## src/rtl/dfr_pkg.sv

```systemverilog
package dfr_pkg;
    // mode captured at frame start
    typedef struct packed {
        logic msb_first;   // 1: first data bit is the most significant
        logic pad_trail;   // 1: the two pad bits close the frame
    } mode_t;
endpackage

```

## src/rtl/dfr_sync.sv

```systemverilog
module dfr_sync #(
    parameter int              WIDTH   = 1,
    parameter int              STAGES  = 2,
    parameter logic [WIDTH-1:0] RST_VAL = '0
) (
    input  logic             clk,
    input  logic             rst_n,
    input  logic [WIDTH-1:0] d,
    output logic [WIDTH-1:0] q
);
    logic [STAGES-1:0][WIDTH-1:0] stg_q;

    always_ff @(posedge clk or negedge rst_n) begin
        if (!rst_n) begin
            stg_q <= {STAGES{RST_VAL}};
        end else begin
            stg_q[0] <= d;
            for (int i = 1; i < STAGES; i++) begin
                stg_q[i] <= stg_q[i-1];
            end
        end
    end

    assign q = stg_q[STAGES-1];
endmodule

```

## src/rtl/dfr_fall_det.sv

```systemverilog
module dfr_fall_det (
    input  logic clk,
    input  logic rst_n,
    input  logic lvl,
    output logic fall
);
    logic prev_q;

    always_ff @(posedge clk or negedge rst_n) begin
        if (!rst_n) prev_q <= 1'b0;
        else        prev_q <= lvl;
    end

    assign fall = prev_q & ~lvl;
endmodule

```

## src/rtl/dfr_unpack.sv

```systemverilog
module dfr_unpack #(
    parameter int FRAME_BITS = 16,
    parameter int CODE_BITS  = 14
) (
    input  logic [FRAME_BITS-1:0] frame,   // first received bit at the top
    input  dfr_pkg::mode_t        mode,
    output logic [CODE_BITS-1:0]  code
);
    logic [CODE_BITS-1:0] window;

    always_comb begin
        if (mode.pad_trail) window = frame[FRAME_BITS-1 -: CODE_BITS];
        else                window = frame[CODE_BITS-1:0];
        if (mode.msb_first) begin
            code = window;
        end else begin
            for (int i = 0; i < CODE_BITS; i++) begin
                code[i] = window[CODE_BITS-1-i];
            end
        end
    end
endmodule

```

## src/rtl/dac_frame_rx.sv

```systemverilog
module dac_frame_rx #(
    parameter int FRAME_BITS  = 16,
    parameter int CODE_BITS   = 14,
    parameter int SYNC_STAGES = 2
) (
    input  logic                 clk,
    input  logic                 rst_n,
    input  logic                 sclk,
    input  logic                 sync_n,
    input  logic                 sdata,
    input  logic                 order_msb,
    input  logic                 pad_tail,
    output logic [CODE_BITS-1:0] code,
    output logic                 load
);
    localparam int CNT_W = $clog2(FRAME_BITS + 1);
    localparam logic [CNT_W-1:0] LAST_CNT = CNT_W'(FRAME_BITS - 1);

    typedef struct packed {
        logic                  busy;
        logic [CNT_W-1:0]      cnt;
        logic [FRAME_BITS-1:0] shreg;
        dfr_pkg::mode_t        mode;
        logic [CODE_BITS-1:0]  code;
        logic                  load;
    } st_t;

    st_t st_d, st_q;

    logic sclk_s, sync_s, sdata_s, fall;
    logic [FRAME_BITS-1:0] frame_full;
    logic [CODE_BITS-1:0]  code_unp;

    dfr_sync #(
        .WIDTH   (3),
        .STAGES  (SYNC_STAGES),
        .RST_VAL (3'b010)
    ) u_sync (
        .clk   (clk),
        .rst_n (rst_n),
        .d     ({sclk, sync_n, sdata}),
        .q     ({sclk_s, sync_s, sdata_s})
    );

    dfr_fall_det u_fall (
        .clk   (clk),
        .rst_n (rst_n),
        .lvl   (sclk_s),
        .fall  (fall)
    );

    assign frame_full = {st_q.shreg[FRAME_BITS-2:0], sdata_s};

    dfr_unpack #(
        .FRAME_BITS (FRAME_BITS),
        .CODE_BITS  (CODE_BITS)
    ) u_unpack (
        .frame (frame_full),
        .mode  (st_q.mode),
        .code  (code_unp)
    );

    always_comb begin
        st_d      = st_q;
        st_d.load = 1'b0;
        if (fall && (st_q.busy || !sync_s)) begin
            st_d.shreg = frame_full;
            if (!st_q.busy) begin
                st_d.busy           = 1'b1;
                st_d.cnt            = CNT_W'(1);
                st_d.mode.msb_first = order_msb;
                st_d.mode.pad_trail = pad_tail;
            end else if (st_q.cnt == LAST_CNT) begin
                st_d.busy = 1'b0;
                st_d.cnt  = '0;
                st_d.code = code_unp;
                st_d.load = 1'b1;
            end else begin
                st_d.cnt = st_q.cnt + CNT_W'(1);
            end
        end
    end

    always_ff @(posedge clk or negedge rst_n) begin
        if (!rst_n) st_q <= '0;
        else        st_q <= st_d;
    end

    assign code = st_q.code;
    assign load = st_q.load;
endmodule

```

## config.mk

```make
export PLATFORM = sky130hd
export DESIGN_NAME = dac_frame_rx
export DESIGN_NICKNAME = d
export VERILOG_FILES = /design/src/rtl/dfr_pkg.sv /design/src/rtl/dfr_sync.sv /design/src/rtl/dfr_fall_det.sv /design/src/rtl/dfr_unpack.sv /design/src/rtl/dac_frame_rx.sv
export SDC_FILE = /design/constraint.sdc
export NUM_CORES = 1
export LEC_CHECK = 0
export BUFFER_PORTS_ARGS = -buffer_cell sky130_fd_sc_hd__buf_2
export CAP_MARGIN = 20
export CORE_MARGIN = 3
export CORE_UTILIZATION = 50
export CTS_CLUSTER_SIZE = 40
export DETAILED_ROUTE_END_ITERATION = 10
export GPL_ROUTABILITY_DRIVEN = 0
export GPL_TIMING_DRIVEN = 0
export PLACE_DENSITY_LB_ADDON = 0.2
export SLEW_MARGIN = 15
export SYNTH_ARGS = -nofsm -noshare
export SYNTH_HDL_FRONTEND = slang
export SYNTH_SLANG_ARGS = --single-unit
```

## constraint.sdc

```tcl
create_clock -name clk -period 1.78 [get_ports clk]
set_input_delay 0.089 -clock clk [delete_from_list [all_inputs] [get_ports clk]]
set_output_delay 0.089 -clock clk [all_outputs]
set_load 0.005 [all_outputs]
```

==> impl_metrics.ini, run 1 <==
[run_status]
status = complete, no violations

[route]
drt-total-wl_um = 3530
drc = 0
wire_per_inst_um = 14.1
viasPerCell = 5.19
dr.first_iter.drc_count = 38
drt-pass1-iter-count = 4
ant_nets = 0
num_vias = 1303

[global_route]
grt_pass1_vias = 1324
grt_pass1_wl_um = 6430
antenna_found_initial = 0
grt-ovfl-total = 0
grt_max_degree = 46
grt_util_all_layers_pct = 16.1

[yosys]
ys_seq_area_share_pct = 53.2
synth_nets = 175
syn_area_mm2 = 0.00212
ys_warn_count = 0
avgSynthCellArea_um2 = 12.7
synth_seq_cells = 45
ys_types = 30
syn-instance-count = 167

[floorplanning]
start_util_pct = 52.3
fp.dieH_um = 71.1
rows = 23
coreArea_mm2 = 0.00406
ios = 22
die-area_mm2 = 0.00506
die_width_um = 71.1

[finish]
area_growth_pct = 16.2
diodes = 0
post-route-util_pct = 60.8
fillers = 336
nets = 208
drive_above_1_share_pct = 41.3

[clock_tree]
postCtsSetupBuffers = 0
cts_inserted_buffers = 5
htreeDepth = 2
cts_resized = 0
cts_tree = done
clk_pin_slew_ns = 0.08
cts-root-buf = clkbuf_8
cts_num_sinks = 45
clock_latency_ns = 0.29
clk_path_buf_depth = 2

[sta]
fmax_mhz = 615
fin_tns_setup_ns = 0
worst_slew_pin_slew_ns = 0.447
finalCritPeriodShare_pct = 91.3
timing.slew.headroom_pct = 70.2
finClkSkew_ns = 0.00278
fin_crit_ns = 1.63
setup_viol = 0
holdWs_ns = 0.0389
hold_viol = 0
fin_ws_ns = 0.154
slew_violations = 0
rsz0062_at_grt = false

[run]
max_cap_viol_count = 0

[setup_path]
path_max_fanout = 10
slowest_stage = dfrtp_1
max_stage_delay_ns = 0.40
crit_family = simple AND/OR/NAND/NOR gates
cp.buffers_inverters = 1
startpoint_type = register
cp-end-kind = register
worstPathArrival_ns = 1.85
crit_chain = ha_1 > nand4b_2 > or2_1 > buf_2 > o21ai_1
crit_type = register to register
worstPathRequired_ns = 2.00

[power]
irDropWorstVdd_mv = 0.866
power_density_mw_per_mm2 = 1420
clkPwrFrac_pct = 22.3
p_sw_w = 0.00108
p_total_w = 0.00351
internal_power_w = 0.00243
p_comb_share_pct = 35.2
leakage_nw = 1.23
power.share.switching_pct = 30.8
pwr-share-seq_pct = 42.5

[place]
dp_hpwl_um = 2520
port-buffer-count = 21
place_ws_ns = 0.206

[min_path]
hp-class = input pin to register
-- cells in the mapped netlist (all sizes together) --
cell type / instances / area share [%]
or2: 2 / 0.59
dfrtp: 43 / 51
nor2: 1 / 0.18
nand2b: 2 / 0.94
inv: 3 / 0.53
buf: 21 / 7.2
ha: 1 / 0.59
xnor2: 1 / 0.41
nand3b: 1 / 0.35
dfstp: 2 / 2.5
mux2i: 14 / 6.6
o21bai: 1 / 0.35
a21oi: 2 / 0.47
o21a: 1 / 0.35
nor2b: 3 / 0.88
a22o: 2 / 0.83
mux2: 31 / 18
a31oi: 1 / 0.29
clkbuf: 2 / 0.35
nor3: 1 / 0.24
nand3: 1 / 0.24
o31ai: 1 / 0.35
nand4b: 1 / 0.71
o21ai: 29 / 6.8
-- per-stage QoR --
step	cells	cell area, um2
final	251	2470
after global routing	251	2470
after CTS	250	2450
after detailed placement	238	2290
after global placement	238	2290
after floorplan	167	2120
-- final timing paths --
check / from / endpoint / slack, ns / cells after the start
worst max-delay path: st_q[34]$_DFFE_PN0N_ / code[8]$_DFFE_PN0P_ / 0.15 / 5
worst min-delay path: order_msb / st_q[16]$_DFFE_PN0P_ / 0.04 / 2
worst max register to register: st_q[34]$_DFFE_PN0N_ / code[8]$_DFFE_PN0P_ / 0.15 / 5
worst min register to register: u_sync.stg_q[2]$_DFF_PN0_ / u_sync.q[2]$_DFF_PN0_ / 0.35 / 0
max in group asynchronous: rst_n / u_sync.q[1]$_DFF_PN1_ / 1.05 / 3
min in group asynchronous: rst_n / st_q[33]$_DFFE_PN0N_ / 0.20 / 2
-- cells by family after synthesis --
family	after synthesis	synth area share, %
AOI/OAI and AO/OA	37	9.49
buffers and inverters	26	8.08
adders and majority gates	1	0.590
muxes	45	24.1
xor gates and xnor gates	1	0.413
DFF	45	53.2
and+or+nand+nor	12	4.13
-- per-layer routing --
| layer | vias to the layer above | share of wire [%] | GRT usage (%) |
|---|---|---|---|
| met2 | 23 | 45 | 23.8 |
| met3 | 5 | 3.6 | 4.69 |
| li1 | 643 | - | - |
| met5 | - | 0 | 0 |
| met4 | 0 | 1.1 | 5.01 |
| met1 | 632 | 50 | 23.1 |
-- placed cells by master (no fill, tap or decap) --
| cell | synthesis | routed |
|---|---|---|
| a21oi_1 | 2 | 2 |
| a22o_1 | 2 | 2 |
| a31oi_1 | 1 | 1 |
| buf_12 | 0 | 1 |
| buf_2 | 5 | 26 |
| buf_4 | 14 | 14 |
| buf_6 | 2 | 2 |
| bufinv_16 | 0 | 1 |
| clkbuf_1 | 2 | 3 |
| clkbuf_8 | 0 | 6 |
| dfrtp_1 | 43 | 43 |
| dfstp_2 | 2 | 2 |
| dlygate4sd3_1 | 0 | 4 |
| ha_1 | 1 | 1 |
| inv_1 | 3 | 3 |
| mux2_1 | 2 | 2 |
| mux2_2 | 23 | 23 |
| mux2_4 | 6 | 6 |
| mux2i_1 | 14 | 14 |
| nand2b_1 | 1 | 1 |
| nand2b_4 | 1 | 1 |
| nand3_1 | 1 | 1 |
| nand3b_1 | 1 | 1 |
| nand4b_2 | 1 | 1 |
| nor2_1 | 1 | 1 |
| nor2b_1 | 3 | 3 |
| nor3_1 | 1 | 1 |
| o21a_1 | 1 | 1 |
| o21ai_0 | 20 | 20 |
| o21ai_1 | 9 | 9 |
| o21bai_1 | 1 | 1 |
| o31ai_1 | 1 | 1 |
| or2_1 | 2 | 2 |
| xnor2_1 | 1 | 1 |
-- power groups by stage --
| stage | clock network (W) | registers, W | logic (W) |
|---|---|---|---|
| 4_1_cts | 0.000810 | 0.00149 | 0.00124 |
| 3_5_place_dp | 0 | 0.00150 | 0.00123 |
| 3_3_place_gp | 0 | 0.00149 | 0.00120 |
| 6_report | 0.000783 | 0.00149 | 0.00123 |
| 2_1_floorplan | 0 | 0.00143 | 0.00102 |
| 5_1_grt | 0.000860 | 0.00154 | 0.00138 |
-- flip-flops by register name, indices dropped and copies added (netlist names) --
signal         count
u_sync.stg_q       3
st_q               8
code              14
load               1
u_fall.prev_q      1
frame_full        15
u_sync.q           3
-- final cells by class --
| cell class | instances | area (um2) | share of cell area (%) |
|---|---|---|---|
| Clock inverter | 1 | 30.0 | 1.22 |
| Inverter | 3 | 11.3 | 0.457 |
| Clock buffer | 7 | 86.3 | 3.50 |
| Tap cell | 50 | 62.6 | 2.54 |
| Timing Repair Buffer | 26 | 165 | 6.70 |
| Sequential cell | 45 | 1130 | 45.8 |
| Multi-Input combinational cell | 96 | 822 | 33.3 |
| Buffer | 23 | 160 | 6.49 |
-- worst reg2reg max path: stages, from the launching register on --
cell,delay (ns)
dfrtp_1,0.40
ha_1,0.25
nand4b_2,0.23
or2_1,0.33
buf_2,0.20
o21ai_1,0.15
-- repair_timing --
| item | 4_1_cts | 5_1_grt |
|---|---|---|
| hold endpoints to repair | 46 | 0 |
| setup endpoints to repair | 0 | 0 |
| hold buffers | 4 | 0 |
No activity file was read; power rests on OpenSTA's default activity.
==> inputs of run 2 (changes only) <==
==> constraint.sdc (replaced) <==
create_clock -name clk -period 1.7 [get_ports clk]
set_input_delay 0.085 -clock clk [delete_from_list [all_inputs] [get_ports clk]]
set_output_delay 0.085 -clock clk [all_outputs]
set_load 0.05 [all_outputs]
==> impl_metrics.ini, run 2 (synthesized netlist as in run 1, its figures left out) <==
[run_status]
status = complete, no violations

[sta]
worst_slew_pin_slew_ns = 0.414
rsz0062_at_grt = false
holdWs_ns = 0.0344
slew_violations = 0
finClkSkew_ns = 0.00330
fmax_mhz = 630
fin_tns_setup_ns = 0
finalCritPeriodShare_pct = 93.4
setup_viol = 0
hold_viol = 0
fin_crit_ns = 1.59
timing.slew.headroom_pct = 72.4

[setup_path]
reg2reg_to = code[8]$_DFFE_PN0P_
slowest_stage = dfrtp_1
cp-end-kind = register
cp.buffers_inverters = 1
setup.worst_path.end = code[8]$_DFFE_PN0P_
cp.depth = 5
crit_chain = ha_1 > nand4b_4 > or2_1 > buf_2 > o21ai_1
regToRegSetupSlack_ns = 0.11
regToRegStartpoint = st_q[34]$_DFFE_PN0N_
r2r_cells = 5
worstPathArrival_ns = 1.81
crit_start = st_q[34]$_DFFE_PN0N_
crit_family = simple AND/OR/NAND/NOR gates
max_stage_delay_ns = 0.39
path_max_fanout = 10
crit_type = register to register
startpoint_type = register
worstPathRequired_ns = 1.92

[floorplanning]
rows = 23
fp.dieH_um = 71.1
coreArea_mm2 = 0.00406
die-area_mm2 = 0.00506
start_util_pct = 52.3
die_width_um = 71.1
ios = 22

[global_route]
grt_pass1_vias = 1324
grt_util_all_layers_pct = 16.1
grt_max_degree = 46
grt-ovfl-total = 0
antenna_found_initial = 0
grt_pass1_wl_um = 6430

[power]
pwr-share-seq_pct = 41.6
p_comb_share_pct = 36.7
power_density_mw_per_mm2 = 1530
power.share.switching_pct = 32.7
irDropWorstVdd_mv = 0.914
internal_power_w = 0.00255
clkPwrFrac_pct = 21.7
p_sw_w = 0.00124
leakage_nw = 1.25

[route]
met1_length_um = 1740
wire_per_inst_um = 14.2
dr_wl_met2_um = 1620
dr.first_iter.drc_count = 28
top_layer_used = met4
drc = 0
ant_nets = 0
drt-total-wl_um = 3560
dr_wl_met3_um = 156
viasPerCell = 5.20
num_vias = 1305
drt-pass1-iter-count = 4

[finish]
layout_common_cells = dfrtp_1, buf_2, mux2_2
mostFrequentLayoutCell = dfrtp_1
drive_above_1_share_pct = 41.8
area_growth_pct = 16.7
largest_reg_flops = 15
finalInstanceArea_mm2 = 0.00248
diodes = 0
nets = 208

[clock_tree]
cts_tree = done
cts-root-buf = clkbuf_8
htreeDepth = 2
postCtsSetupBuffers = 0
cts_inserted_buffers = 5
clk_pin_slew_ns = 0.08
cts_num_sinks = 45
clk_path_buf_depth = 2
clock_latency_ns = 0.29

[run]
max_cap_viol_count = 0

[place]
dp_hpwl_um = 2520
placed_cell_area_mm2 = 0.00229
port-buffer-count = 21

[min_path]
hp-class = input pin to register
[run 2: power groups by stage]
stage | logic, W | registers, W | clock network [W]
floorplan | 0.00115 | 0.00150 | 0
global placement | 0.00134 | 0.00156 | 0
detailed placement | 0.00138 | 0.00158 | 0
CTS | 0.00139 | 0.00156 | 0.000848
global route | 0.00154 | 0.00162 | 0.000901
finish | 0.00139 | 0.00157 | 0.000822
[run 2: repair_timing]
item	CTS	global route
endpoints found under the hold margin	46	0
endpoints found under the setup margin	0	8
resized for setup	0	3
hold buffers	4	0
[run 2: worst min path at each step]
stage,startpoint,end,slack (ns),cells past startpoint
detailed placement,sclk,u_sync.stg_q[2]$_DFF_PN0_,0.20,1
floorplan,rst_n,code[0]$_DFFE_PN0P_,-0.21,0
finish,pad_tail,st_q[15]$_DFFE_PN0P_,0.03,2
CTS,pad_tail,st_q[15]$_DFFE_PN0P_,0.02,2
global route,order_msb,st_q[16]$_DFFE_PN0P_,0.02,2
global placement,sync_n,u_sync.stg_q[1]$_DFF_PN1_,0.19,1
[run 2: layer usage]
metal  track usage, %  up-vias
li1                 -      643
met1             23.1      625
met2             23.8       32
met3             4.69        5
met4             5.01        0
met5                0        -
[run 2: cell type report]
cell class / instances / area, um2
Inverter: 3 / 11.3
Clock inverter: 1 / 30.0
Timing Repair Buffer: 26 / 165
Fill cell: 338 / 1580
Tap cell: 50 / 62.6
Clock buffer: 7 / 86.3
Buffer: 23 / 161
Sequential cell: 45 / 1130
Multi-Input combinational cell: 96 / 831
[run 2: metrics by stage]
step	utilization [%]	total power, W	std cells	worst slack, ns
finish	61.0	0.00378	251	0.112
global placement	56.4	0.00290	238	0.159
detailed placement	56.4	0.00295	238	0.126
CTS	60.3	0.00380	250	0.0928
floorplan	-	0.00266	167	0.243
global route	61.0	0.00406	251	0.00142
==> inputs of run 3 (changes only) <==
--- a/config.mk
+++ b/config.mk
@@ -5,12 +5,13 @@
 export SDC_FILE = /design/constraint.sdc
 export NUM_CORES = 1
 export LEC_CHECK = 0
-export BUFFER_PORTS_ARGS = -buffer_cell sky130_fd_sc_hd__buf_2
 export CAP_MARGIN = 20
+export CORE_ASPECT_RATIO = 0.7
 export CORE_MARGIN = 3
 export CORE_UTILIZATION = 50
 export CTS_CLUSTER_SIZE = 40
 export DETAILED_ROUTE_END_ITERATION = 10
+export DONT_BUFFER_PORTS = 1
 export GPL_ROUTABILITY_DRIVEN = 0
 export GPL_TIMING_DRIVEN = 0
 export PLACE_DENSITY_LB_ADDON = 0.2
==> impl_metrics.ini, run 3 (synthesized netlist as in run 1, its figures left out) <==
[floorplanning]
die-area_mm2 = 0.00507
start_util_pct = 53.1
coreArea_mm2 = 0.00399
rows = 19
fp.dieH_um = 60.5
die_width_um = 83.9
ios = 22

[power]
leakage_nw = 1.14
internal_power_w = 0.00234
clkPwrFrac_pct = 17.3
power_density_mw_per_mm2 = 1530
power.share.switching_pct = 35.3
p_sw_w = 0.00128
irDropWorstVdd_mv = 1.04
p_comb_share_pct = 39.2
pwr-share-seq_pct = 43.5

[clock_tree]
htreeDepth = 2
cts_inserted_buffers = 5
cts_num_sinks = 45
clk_path_buf_depth = 2
clock_latency_ns = 0.29
postCtsSetupBuffers = 0
cts-root-buf = clkbuf_8
clk_pin_slew_ns = 0.08
cts_tree = done

[route]
viasPerCell = 5.37
drc = 0
drt-pass1-iter-count = 4
dr.first_iter.drc_count = 88
drt-total-wl_um = 3770
num_vias = 1256
wire_per_inst_um = 16.1
ant_nets = 0

[setup_path]
regToRegStartpoint = u_sync.q[1]$_DFF_PN1_
path_max_fanout = 10
worstPathArrival_ns = 1.74
max_stage_delay_ns = 0.53
startpoint_type = register
worstPathRequired_ns = 1.88
crit_family = flip-flops
reg2reg_to = frame_full[10]$_DFFE_PN0N_
cp.depth = 5
cp.buffers_inverters = 2
crit_type = register to register
cp-end-kind = register
regToRegSetupSlack_ns = 0.13
slowest_stage = dfstp_2
r2r_cells = 5
crit_chain = nor2b_1 > or2_1 > buf_6 > buf_6 > mux2_4
path_common_cell = buf_6

[place]
placedCellCount = 219
port-buffer-count = 0
placed_cell_area_mm2 = 0.00219
dp_hpwl_um = 2560

[finish]
largest_reg_flops = 15
fillers = 331
diodes = 0
drive_above_1_share_pct = 35.2
layout_common_cells = dfrtp_1, mux2_2, o21ai_0
mostFrequentLayoutCell = dfrtp_1
finalInstanceArea_mm2 = 0.00237
nets = 189
area_growth_pct = 11.7
instances_no_fill = 234

[sta]
fmax_mhz = 638
finClkSkew_ns = 0.00603
setup_viol = 0
hold_viol = 0
fin_tns_setup_ns = 0
worst_slew_pin_slew_ns = 0.441
fin_crit_ns = 1.57
rsz0062_at_grt = false
slew_violations = 0
timing.slew.headroom_pct = 70.7
finalCritPeriodShare_pct = 92.2

[global_route]
grt-ovfl-total = 0
grt_pass1_wl_um = 6440
antenna_found_initial = 0
grt_pass1_vias = 1299
grt_util_all_layers_pct = 16.7
grt_max_degree = 46

[run]
max_cap_viol_count = 0

[run_status]
status = complete, no violations

[min_path]
hp-class = input pin to async pin
-- run 3: worst reg2reg max path, delay by kind of cell (launching register included) --
family,cells,cell delay (ns)
flops,1,0.53
buf+inv,2,0.32
mux,1,0.30
simple gates,2,0.29
-- run 3: final cells by class --
cell class                 count  area, um2  share of cell area, %
inverter                       3       11.3                  0.475
timing repair buffer           7       87.6                   3.70
buffer                        23        161                   6.81
sequential                    45       1130                   47.6
clock inverter                 2       10.0                  0.422
tap                           52       65.1                   2.75
multi-input combinational     96        833                   35.2
clock buffer                   6       72.6                   3.06
-- run 3: routing by layer --
metal	vias to the layer above	GRT usage (%)	share of wire [%]
li1	606	-	-
met1	616	23.8	51
met2	30	24.8	43
met3	4	5.02	5.2
met4	0	5.73	0.69
met5	-	0	0
-- run 3: worst max path at each step --
stage                               start                          to  slack (ns)
floorplan           u_sync.q[1]$_DFF_PN1_  frame_full[10]$_DFFE_PN0N_        0.24
global placement     st_q[33]$_DFFE_PN0N_         code[7]$_DFFE_PN0P_        0.16
finish              u_sync.q[1]$_DFF_PN1_  frame_full[10]$_DFFE_PN0N_        0.13
global route         st_q[33]$_DFFE_PN0N_         code[7]$_DFFE_PN0P_        0.06
detailed placement   st_q[33]$_DFFE_PN0N_         code[9]$_DFFE_PN0P_        0.11
CTS                  st_q[33]$_DFFE_PN0N_         code[7]$_DFFE_PN0P_        0.07
-- run 3: repair_timing --
action	CTS	global route
gates resized for setup	0	4
hold endpoints to repair	50	0
hold buffers	7	0
setup endpoints to repair	0	10
-- run 3: power groups by stage --
stage          logic [W]  clock network (W)  registers, W
2_1_floorplan    0.00115                  0       0.00150
3_3_place_gp     0.00132                  0       0.00156
3_5_place_dp     0.00135                  0       0.00158
4_1_cts          0.00140           0.000644       0.00156
5_1_grt          0.00154           0.000690       0.00162
6_report         0.00142           0.000625       0.00158
-- run 3: per-stage QoR --
stage,total power [W],hold WS [ns],setup WS (ns),util (%)
3_5_place_dp,0.00293,-0.210,0.109,54.8
5_1_grt,0.00385,0.311,0.0582,59.3
2_1_floorplan,0.00266,-0.211,0.243,-
3_3_place_gp,0.00288,-0.210,0.156,54.8
6_report,0.00362,0.314,0.133,59.3
4_1_cts,0.00360,0.316,0.0750,59.0
